**src/rtl/kbd_rx_pkg.sv**
```systemverilog
package kbd_rx_pkg;

  // Strobes issued by the control to the datapath
  typedef struct packed {
    logic shiftBit;    // take the sampled data bit into the frame register
    logic commitByte;  // last bit of a valid frame: latch byte and set ready
  } rxStrobe_t;

endpackage

```
**src/rtl/kbd_rx_sync.sv**
```systemverilog
module kbd_rx_sync #(
  parameter int unsigned STAGES = 2
) (
  input  logic clk,
  input  logic rstN,
  input  logic asyncIn,
  output logic syncOut
);

  logic [STAGES-1:0] pipe;

  // Lines idle high, so reset to 1 to avoid a false falling edge
  always_ff @(posedge clk or negedge rstN) begin
    if (!rstN) pipe <= '1;
    else       pipe <= {pipe[STAGES-2:0], asyncIn};
  end

  assign syncOut = pipe[STAGES-1];

endmodule

```
**src/rtl/kbd_rx_datapath.sv**
```systemverilog
module kbd_rx_datapath
  import kbd_rx_pkg::*;
#(
  parameter int unsigned DATA_BITS   = 8,
  parameter int unsigned SYNC_STAGES = 2
) (
  input  logic                 clk,
  input  logic                 rstN,
  input  logic                 kbClkIn,
  input  logic                 kbDatIn,
  input  logic                 rdStrobe,
  input  rxStrobe_t            strobes,
  output logic                 fallEdge,
  output logic                 frameOk,
  output logic [DATA_BITS-1:0] rxData,
  output logic                 rxReady
);

  // start + data + parity are held; the stop bit is checked as it arrives
  localparam int unsigned HOLD_BITS = DATA_BITS + 2;

  logic [1:0] rawLines;
  logic [1:0] syncLines;
  logic       sClk;
  logic       sDat;
  logic       prevClk;
  logic [HOLD_BITS-1:0] frameBits;

  assign rawLines = {kbDatIn, kbClkIn};

  generate
    for (genvar g = 0; g < 2; g++) begin : gSync
      kbd_rx_sync #(.STAGES(SYNC_STAGES)) uSync (
        .clk    (clk),
        .rstN   (rstN),
        .asyncIn(rawLines[g]),
        .syncOut(syncLines[g])
      );
    end
  endgenerate

  assign sClk = syncLines[0];
  assign sDat = syncLines[1];

  always_ff @(posedge clk or negedge rstN) begin
    if (!rstN) prevClk <= 1'b1;
    else       prevClk <= sClk;
  end

  assign fallEdge = prevClk & ~sClk;

  // Bits enter at the top and move down: after all held bits,
  // bit 0 is the start bit and the top bit is parity
  always_ff @(posedge clk or negedge rstN) begin
    if (!rstN)                 frameBits <= '0;
    else if (strobes.shiftBit) frameBits <= {sDat, frameBits[HOLD_BITS-1:1]};
  end

  // Start must be 0, stop (arriving now) must be 1, data+parity odd
  assign frameOk = ~frameBits[0] & sDat & (^frameBits[HOLD_BITS-1:1]);

  always_ff @(posedge clk or negedge rstN) begin
    if (!rstN)                   rxData <= '0;
    else if (strobes.commitByte) rxData <= frameBits[DATA_BITS:1];
  end

  // A completing byte wins over a read in the same cycle
  always_ff @(posedge clk or negedge rstN) begin
    if (!rstN)                   rxReady <= 1'b0;
    else if (strobes.commitByte) rxReady <= 1'b1;
    else if (rdStrobe)           rxReady <= 1'b0;
  end

endmodule

```
**src/rtl/kbd_rx_control.sv**
```systemverilog
module kbd_rx_control
  import kbd_rx_pkg::*;
#(
  parameter int unsigned DATA_BITS      = 8,
  parameter int unsigned TIMEOUT_CYCLES = 10000
) (
  input  logic                  clk,
  input  logic                  rstN,
  input  logic                  fallEdge,
  input  logic                  frameOk,
  output rxStrobe_t             strobes,
  output logic [$clog2(DATA_BITS+3)-1:0] bitCnt
);

  localparam int unsigned FRAME_LEN = DATA_BITS + 3;
  localparam int unsigned CNT_W     = $clog2(FRAME_LEN);
  localparam int unsigned IDLE_W    = $clog2(TIMEOUT_CYCLES + 1);
  localparam logic [CNT_W-1:0]  LAST_POS  = CNT_W'(FRAME_LEN - 1);
  localparam logic [IDLE_W-1:0] IDLE_LAST = IDLE_W'(TIMEOUT_CYCLES - 1);

  logic [IDLE_W-1:0] idleCnt;
  logic              lastBit;

  assign lastBit = (bitCnt == LAST_POS);

  always_ff @(posedge clk or negedge rstN) begin
    if (!rstN) begin
      bitCnt  <= '0;
      idleCnt <= '0;
    end else if (fallEdge) begin
      idleCnt <= '0;
      bitCnt  <= lastBit ? '0 : bitCnt + 1'b1;
    end else if (bitCnt != '0) begin
      if (idleCnt == IDLE_LAST) begin
        bitCnt  <= '0;
        idleCnt <= '0;
      end else begin
        idleCnt <= idleCnt + 1'b1;
      end
    end else begin
      idleCnt <= '0;
    end
  end

  always_comb begin
    strobes.shiftBit   = fallEdge & ~lastBit;
    strobes.commitByte = fallEdge & lastBit & frameOk;
  end

endmodule

```
**src/rtl/kbd_byte_rx.sv**
```systemverilog
module kbd_byte_rx
  import kbd_rx_pkg::*;
#(
  parameter int unsigned DATA_BITS      = 8,
  parameter int unsigned SYNC_STAGES    = 2,
  parameter int unsigned TIMEOUT_CYCLES = 10000
) (
  input  logic                 clk,
  input  logic                 rstN,
  input  logic                 kbClkIn,
  input  logic                 kbDatIn,
  input  logic                 rdStrobe,
  output logic [DATA_BITS-1:0] rxData,
  output logic                 rxReady
);

  localparam int unsigned CNT_W = $clog2(DATA_BITS + 3);

  rxStrobe_t        strobes;
  logic             fallEdge;
  logic             frameOk;
  logic             commitByte;
  logic [CNT_W-1:0] bitCnt;

  kbd_rx_datapath #(
    .DATA_BITS  (DATA_BITS),
    .SYNC_STAGES(SYNC_STAGES)
  ) uDatapath (
    .clk     (clk),
    .rstN    (rstN),
    .kbClkIn (kbClkIn),
    .kbDatIn (kbDatIn),
    .rdStrobe(rdStrobe),
    .strobes (strobes),
    .fallEdge(fallEdge),
    .frameOk (frameOk),
    .rxData  (rxData),
    .rxReady (rxReady)
  );

  kbd_rx_control #(
    .DATA_BITS     (DATA_BITS),
    .TIMEOUT_CYCLES(TIMEOUT_CYCLES)
  ) uControl (
    .clk     (clk),
    .rstN    (rstN),
    .fallEdge(fallEdge),
    .frameOk (frameOk),
    .strobes (strobes),
    .bitCnt  (bitCnt)
  );

  assign commitByte = strobes.commitByte;

endmodule

```
**config.mk**
```make
export PLATFORM = sky130hd
export DESIGN_NAME = kbd_byte_rx
export DESIGN_NICKNAME = d
export VERILOG_FILES = /design/src/rtl/kbd_rx_pkg.sv /design/src/rtl/kbd_rx_sync.sv /design/src/rtl/kbd_rx_datapath.sv /design/src/rtl/kbd_rx_control.sv /design/src/rtl/kbd_byte_rx.sv
export SDC_FILE = /design/constraint.sdc
export NUM_CORES = 1
export LEC_CHECK = 0
export CAP_MARGIN = 5
export CORE_MARGIN = 2
export CORE_UTILIZATION = 45
export CTS_CLUSTER_SIZE = 8
export DETAILED_ROUTE_END_ITERATION = 10
export SYNTH_ARGS = -nofsm -noshare
export SYNTH_HDL_FRONTEND = slang
export SYNTH_HIERARCHICAL = 1
export SYNTH_SLANG_ARGS = --single-unit
```
**constraint.sdc**
```tcl
create_clock -name clk -period 5 [get_ports clk]
set_input_delay 1 -clock clk [delete_from_list [all_inputs] [get_ports clk]]
set_output_delay 1 -clock clk [all_outputs]
set_load 0.1 [all_outputs]
```
=== Word level (Yosys, flattened, before mapping) ===
Cells that the tools add are included.

* Add/sub/neg operators: 2
* Eq/ne operators: 2
* Multiplexer cells: 9
* Bitwise gates (word level): 9
* Reduce and logical (&&, ||, !) cells: 6

{| class="wikitable"
|+ Operators with widths
! operator !! count
|-
| $mux W14 || 3
|-
| $mux W4 || 4
|-
| $add A14 B1 Y14 const B || 1
|-
| $eq A14 B14 Y1 const B || 1
|-
| $reduce_xor A9 Y1 || 1
|-
| $and A1 B1 Y1 || 6
|-
| $reduce_bool A2 Y1 || 3
|-
| $add A4 B1 Y4 const B || 1
|-
| $eq A4 B4 Y1 const B || 1
|-
| $reduce_bool A4 Y1 || 1
|-
| $not A1 Y1 || 3
|-
| $mux W1 || 2
|-
| $reduce_and A2 Y1 || 1
|}

* Flip-flop bits (word level): 42
* Input bits: 5
* Output and inout port bits: 9
* Logic and storage cells: 36

=== Depth between registers and ports, before layout ===
Gate-level depths: netlist of run 1.

* Depth in word-level cells: 5
* Depth in mapped cells: 7
* Gate-level depth less buffers: 6

=== Hierarchy ===
Netlist of run 1, hierarchy kept.

{| class="wikitable"
|+ Modules (own cells, without submodules)
! module !! times used !! cells each !! area each (sq um) !! seq. area each (sq um)
|-
| kbd_rx_control || 1 || 95 || 978.4 || 450.4
|-
| kbd_rx_datapath || 1 || 51 || 827.0 || 501.7
|-
| kbd_rx_sync || 2 || 2 || 52.6 || 52.6
|}

=== Least setup slack after synthesis of run 1 ===
No wires, ideal clock.

* Kind: reg-to-reg
* From: register uDatapath.frameBits[4]
* To: register uDatapath.rxData[0]
* Setup time: 0.125 ns
* Arrival time: 2.067 ns
* Required time: 4.875 ns
* Setup slack: 2.807 ns
* Cell stages (with the launch flop): 8
* Path buffers: 1
* Clock period less this slack: 2.193 ns
* Path through: dfrtp_1 -> xnor3_1 -> or3b_1 -> mux2i_1 -> nand2_1 -> nor3_1 -> clkbuf_1 -> mux2_2

{| class="wikitable"
|+ RTL lines
! what !! RTL line !! text
|-
| from (decl) || kbd_rx_datapath.sv:27 || <nowiki>logic [HOLD_BITS-1:0] frameBits;</nowiki>
|-
| from (signal assigned) || kbd_rx_datapath.sv:56 || <nowiki>else if (strobes.shiftBit) frameBits <= {sDat, frameBits[HOLD_BITS-1:1]};</nowiki>
|-
| to (signal assigned) || kbd_rx_datapath.sv:64 || <nowiki>else if (strobes.commitByte) rxData <= frameBits[DATA_BITS:1];</nowiki>
|-
| to (decl) || kbd_rx_datapath.sv:15 || <nowiki>output logic [DATA_BITS-1:0] rxData,</nowiki>
|}

==> results of run 1 <==
==> state kept, by name (all words and copies together), names as in the netlist <==
signal                      flops
uControl/idleCnt               14
uDatapath/frameBits            10
uDatapath/rxData                8
uControl/bitCnt                 4
uDatapath/gSync.uSync/pipe      4
uDatapath/prevClk               1
uDatapath/rxReady               1
==> worst max-delay path, cell delays in order (launching register included) <==
cell and delay [ns]:
dfrtp_1 0.39, xnor3_1 0.42, or3b_1 0.35, mux2i_1 0.14, nand2_1 0.08, nor3_1 0.90, mux2_2 0.43
==> metrics by stage <==
step	setup slack [ns]	power, µW
after CTS	2.16	921
after detailed placement	2.20	689
after global routing	1.95	963
after global placement	2.23	681
after floorplan	2.81	635
final	2.19	906
==> cells in the final DEF (no fill, tap or decap) <==
cell type / n
nor4bb_2: 1
mux2i_1: 1
clkdlybuf4s50_1: 12
mux2_2: 18
clkinvlp_4: 1
xnor3_1: 2
ha_1: 4
nand2_2: 1
a21o_1: 2
nor2_1: 16
nor4_2: 3
nand4_1: 2
nand4_2: 1
a22o_1: 2
and2_1: 1
clkinv_4: 1
or3b_1: 1
xor2_1: 5
nand2_1: 8
and3_1: 3
and4_1: 2
nor4_1: 1
o21a_1: 1
xnor2_1: 10
inv_1: 4
mux2_4: 1
dfstp_2: 5
buf_2: 1
a41oi_2: 1
nand3_2: 1
dfrtp_1: 37
clkbuf_8: 5
nor3_1: 3
nand3b_1: 1
inv_6: 1
a21oi_1: 1
nand3_1: 4
o21ai_0: 2
nor2b_1: 2
==> cells by family after synthesis <==
logic type,count (synthesis),synth area share (%)
simple gates,51,15.6
flops,42,55.3
mux,20,11.9
xor+xnor,17,9.23
compound gates,9,3.73
buf+inv,7,1.57
fa+ha+maj,4,2.62
==> power groups by stage <==
stage | Combinational [µW] | Sequential [µW] | Clock [µW]
floorplan | 173 | 462 | 0
global placement | 222 | 458 | 0
detailed placement | 227 | 462 | 0
CTS | 231 | 455 | 235
global route | 249 | 464 | 249
finish | 228 | 455 | 223
==> final cells by class <==
cell class	count	area [µm²]
inverters	4	15.0
repair buffers	13	125
multi-input cells	101	823
well taps	50	62.6
flip-flops and latches	42	1060
clock buffers	5	68.8
clock inverters	3	25.0
fillers	334	1880
==> worst min path at each step <==
stage	from	end	slack (ns)	cells past startpoint
6_report	uDatapath/gSync[1].uSync/pipe[0]	uDatapath/gSync[1].uSync/pipe[1]	0.36	0
3_5_place_dp	uDatapath/gSync[0].uSync/pipe[0]	uDatapath/gSync[0].uSync/pipe[1]	0.35	0
5_1_grt	uDatapath/gSync[1].uSync/pipe[0]	uDatapath/gSync[1].uSync/pipe[1]	0.37	0
3_3_place_gp	uDatapath/gSync[1].uSync/pipe[0]	uDatapath/gSync[1].uSync/pipe[1]	0.35	0
4_1_cts	uDatapath/gSync[1].uSync/pipe[0]	uDatapath/gSync[1].uSync/pipe[1]	0.36	0
2_1_floorplan	uDatapath/gSync[0].uSync/pipe[0]	uDatapath/gSync[0].uSync/pipe[1]	0.35	0
==> metal layers <==
layer / global-route usage (%) / wire [µm]
met1: 19.0 / 1560
met2: 24.3 / 1510
met3: 4.39 / 95
met4: 6.54 / 24
met5: 0 / 0
==> results.tsv, run 1 <==
metric	value	unit
status	finished clean	
holdWs	0.360	ns
ys_top_cells_by_area	dfrtp_1, mux2_2, dfstp_2	
io_pins	14	
routed_wl	3200	µm
antenna_cells	0	
clock.fmax	0.356	GHz
end_kind	flip-flop	
num_vias	1145	
cts_sinks	42	
worst_slew_pin_slew	1.16	ns
reg2regPathDepth	6	
cap_violations	0	
antenna_found_initial	0	
firstDrtPassIters	4	
path_class	flip-flop to flip-flop	
synth_nets	159	
endpoint	uDatapath/rxData[0]	
drt_iter0_drc	55	
intPower	625	µW
min_period	2.81	ns
p_sw_share	31.0	%
peakVddDrop	0.000271	V
io_buffers	13	
fin_worst_skew	0.00293	ns
grt_overflow	0	
drc	0	
cts_resized	0	
post_cts_buffers	0	
hold_viol	0	
netlist_instances	150	
htreeDepth	2	
hold_class	flip-flop to flip-flop	
nNetsFinal	176	
cp.arrival	2.99	ns
placed_area	2080	µm²
p_clk_share	24.6	%
grt_pass1_vias	1217	
rsz0062_at_grt	false	
synth.most_common_cell	dfrtp_1	
rows	23	
ys_seq_area_share	55.3	%
synth-seq-cells	42	
syn_area_per_cell	12.7	µm²
area.growth.synth_to_final	13.9	%
synth_commonest_cells	dfrtp_1, mux2_2, nor2_1, xnor2_1, nand2_1	
r2r-start	uDatapath/frameBits[4]	
antenna_left	0	
crit_required	5.18	ns
gp_congestion	0.756	
tns	0	ns
crit_start	uDatapath/frameBits[4]	
reg2reg_to	uDatapath/rxData[0]	
relSlewSlack	22.3	%
maxSlewViolCount	0	
clockRootBuffer	clkbuf_8	
cts.path.max_buffers	2	
gr-usage-all-layers	15.1	%
setup_viol	0	
placed_cells	210	
critical_path.max_fanout	9	
synthFlopType	dfrtp_1	
cts_buffers	5	
grt_max_degree	43	
clock_latency	0.29	ns
vias_per_cell	5.25	
wl_per_cell	14.7	µm
synth-async-reset-ratio	100	%
grt_pass1_wl	5680	µm
p_seq_share	50.2	%
combPwrFrac	25.2	%
hold_buffers	0	
finalNonFillerCells	218	
place.detailed.hpwl	2170	µm
layout-drive-gt1-share	24.4	%
tritoncts	yes	
fin_util	53.7	%
core-area	4060	µm²
synth_top_cell_by_area	dfrtp_1	
yosysTopAreaCellShare	48.5	%
fin_area	2180	µm²
finalCritPeriodShare	56.2	%
critPathLaunchType	flip-flop	
synth_edf_count	0	
path_clk_slew	0.08	ns
reg2reg_slack	2.19	ns
synthesis.area	1910	µm²
initial_core_util	47.1	%
dieWidth	69.2	µm
dieArea	4780	µm²
powerDensity	416	nW/µm²
die_h	69.2	µm
synthDistinctLibCells	35	
p_sw	281	µW
yosysWarnings	6	
p_leak	0.000963	µW
Note: power is estimated with default switching activity, not from simulation.
==> inputs of run 2 (changes only) <==
==> constraint.sdc (replaced) <==
create_clock -name clk -period 2.8 [get_ports clk]
set_input_delay 0.56 -clock clk [delete_from_list [all_inputs] [get_ports clk]]
set_output_delay 0.56 -clock clk [all_outputs]
set_load 0.1 [all_outputs]
==> run 2 against run 1 <==
  * Total power increased by 87%
  * Clock skew increased by 0.0043 ns
  * Final cell count increased by 0.92%
  * Sequential share of layout area decreased by 0.28 points
==> results.tsv, run 2 (synthesized netlist as in run 1, its figures left out) <==
metric	value	unit
status	finished clean	
clockRootBuffer	clkbuf_8	
antenna_found_initial	0	
placed_cells	212	
placed_area	2080	µm²
place.detailed.hpwl	2210	µm
end_kind	flip-flop	
intPower	1200	µW
mostFrequentLayoutCell	dfrtp_1	
antenna_cells	0	
io_pins	14	
hold_viol	0	
grt_overflow	0	
clock.fmax	0.463	GHz
p_sw_share	29.1	%
fin_ws	0.639	ns
dieArea	4780	µm²
cts.path.max_buffers	2	
regArea	1060	µm²
p_seq_share	48.0	%
gr-usage-all-layers	15.2	%
setup_viol	0	
gp_congestion	0.794	
largest_register_ffs	14	
vias_per_cell	5.21	
grt_pass1_wl	5800	µm
cts_buffers	5	
tritoncts	yes	
powerDensity	773	nW/µm²
area.growth.synth_to_final	14.6	%
reg2reg_slack	0.64	ns
path_clk_slew	0.08	ns
core-area	4060	µm²
post_cts_buffers	0	
top_regs	uControl/idleCnt: 14 flops, uDatapath/frameBits: 10 flops, uDatapath/rxData: 8 flops	
die_h	69.2	µm
firstDrtPassIters	4	
final_cell_mix	dfrtp_1, mux2_2, nor2_1	
nNetsFinal	178	
p_sw	492	µW
dieWidth	69.2	µm
drt_iter0_drc	41	
io_buffers	13	
p_leak	0.000998	µW
cts_resized	0	
rows	23	
tns	0	ns
peakVddDrop	0.000446	V
crit_required	2.97	ns
wl_per_cell	14.5	µm
path_class	flip-flop to flip-flop	
routed_wl	3200	µm
pre_cts_slack	0.624	ns
cap_violations	0	
critical_path.max_fanout	9	
layout-drive-gt1-share	30.6	%
relSlewSlack	40.1	%
hold_buffers	0	
num-fill-cells	360	
maxSlewViolCount	0	
grt_max_degree	43	
finalCritPeriodShare	77.2	%
antenna_left	0	
clock_latency	0.29	ns
cp.arrival	2.34	ns
worst_slew_pin_slew	0.898	ns
top_register	uControl/idleCnt	
critPathLaunchType	flip-flop	
fin_worst_skew	0.00726	ns
htreeDepth	2	
fin_area	2190	µm²
cts_sinks	42	
rsz0062_at_grt	false	
combPwrFrac	24.1	%
finalNonFillerCells	220	
drc	0	
grt_pass1_vias	1222	
min_period	2.16	ns
hold_class	flip-flop to flip-flop	
initial_core_util	47.1	%
multi_input_area	823	µm²
p_clk_share	27.9	%
num_vias	1147	
-- run 2: area by class of cell --
cell class | count | area share, %
clock inverters | 3 | 2.06
multi-input cells | 101 | 37.6
inverters | 4 | 0.686
well taps | 50 | 2.86
flip-flops and latches | 42 | 48.3
repair buffers | 15 | 5.37
clock buffers | 5 | 3.14
-- run 2: worst max-delay path: stages, from the launching register on --
cell and delay, ns:
dfrtp_1 0.39, xnor3_1 0.42, or3b_1 0.36, mux2i_1 0.14, nand2_1 0.06, nor3_1 0.13, buf_4 0.20, mux2_2 0.35
-- run 2: metrics by stage --
stage	power (µW)	utilization [%]	hold WS [ns]
global route	1810	54.0	0.368
finish	1690	54.0	0.360
detailed placement	1230	51.2	0.348
floorplan	1130	-	0.264
global placement	1220	51.2	0.347
CTS	1720	54.0	0.361
-- run 2: power groups by stage --
stage	combinational [µW]	clock, µW	sequential [µW]
2_1_floorplan	310	0	825
4_1_cts	413	492	813
6_report	408	473	812
3_5_place_dp	404	0	825
5_1_grt	447	527	832
3_3_place_gp	398	0	819
-- run 2: path summary, 6_finish.rpt --
path	from	end	cells after the start
min in group asynchronous	rstN	uControl/idleCnt[11]	1
max reg2reg	uDatapath/frameBits[4]	uDatapath/rxData[6]	7
max	uDatapath/frameBits[4]	uDatapath/rxData[6]	7
min reg2reg	uDatapath/gSync[1].uSync/pipe[0]	uDatapath/gSync[1].uSync/pipe[1]	0
min	uDatapath/gSync[1].uSync/pipe[0]	uDatapath/gSync[1].uSync/pipe[1]	0
max in group asynchronous	rstN	uDatapath/rxData[6]	1
-- run 2: metal layers --
layer,global-route usage (%),routed length (µm)
met2,24.0,1520
met4,7.19,51
met1,19.9,1540
met5,0,0
met3,3.22,90
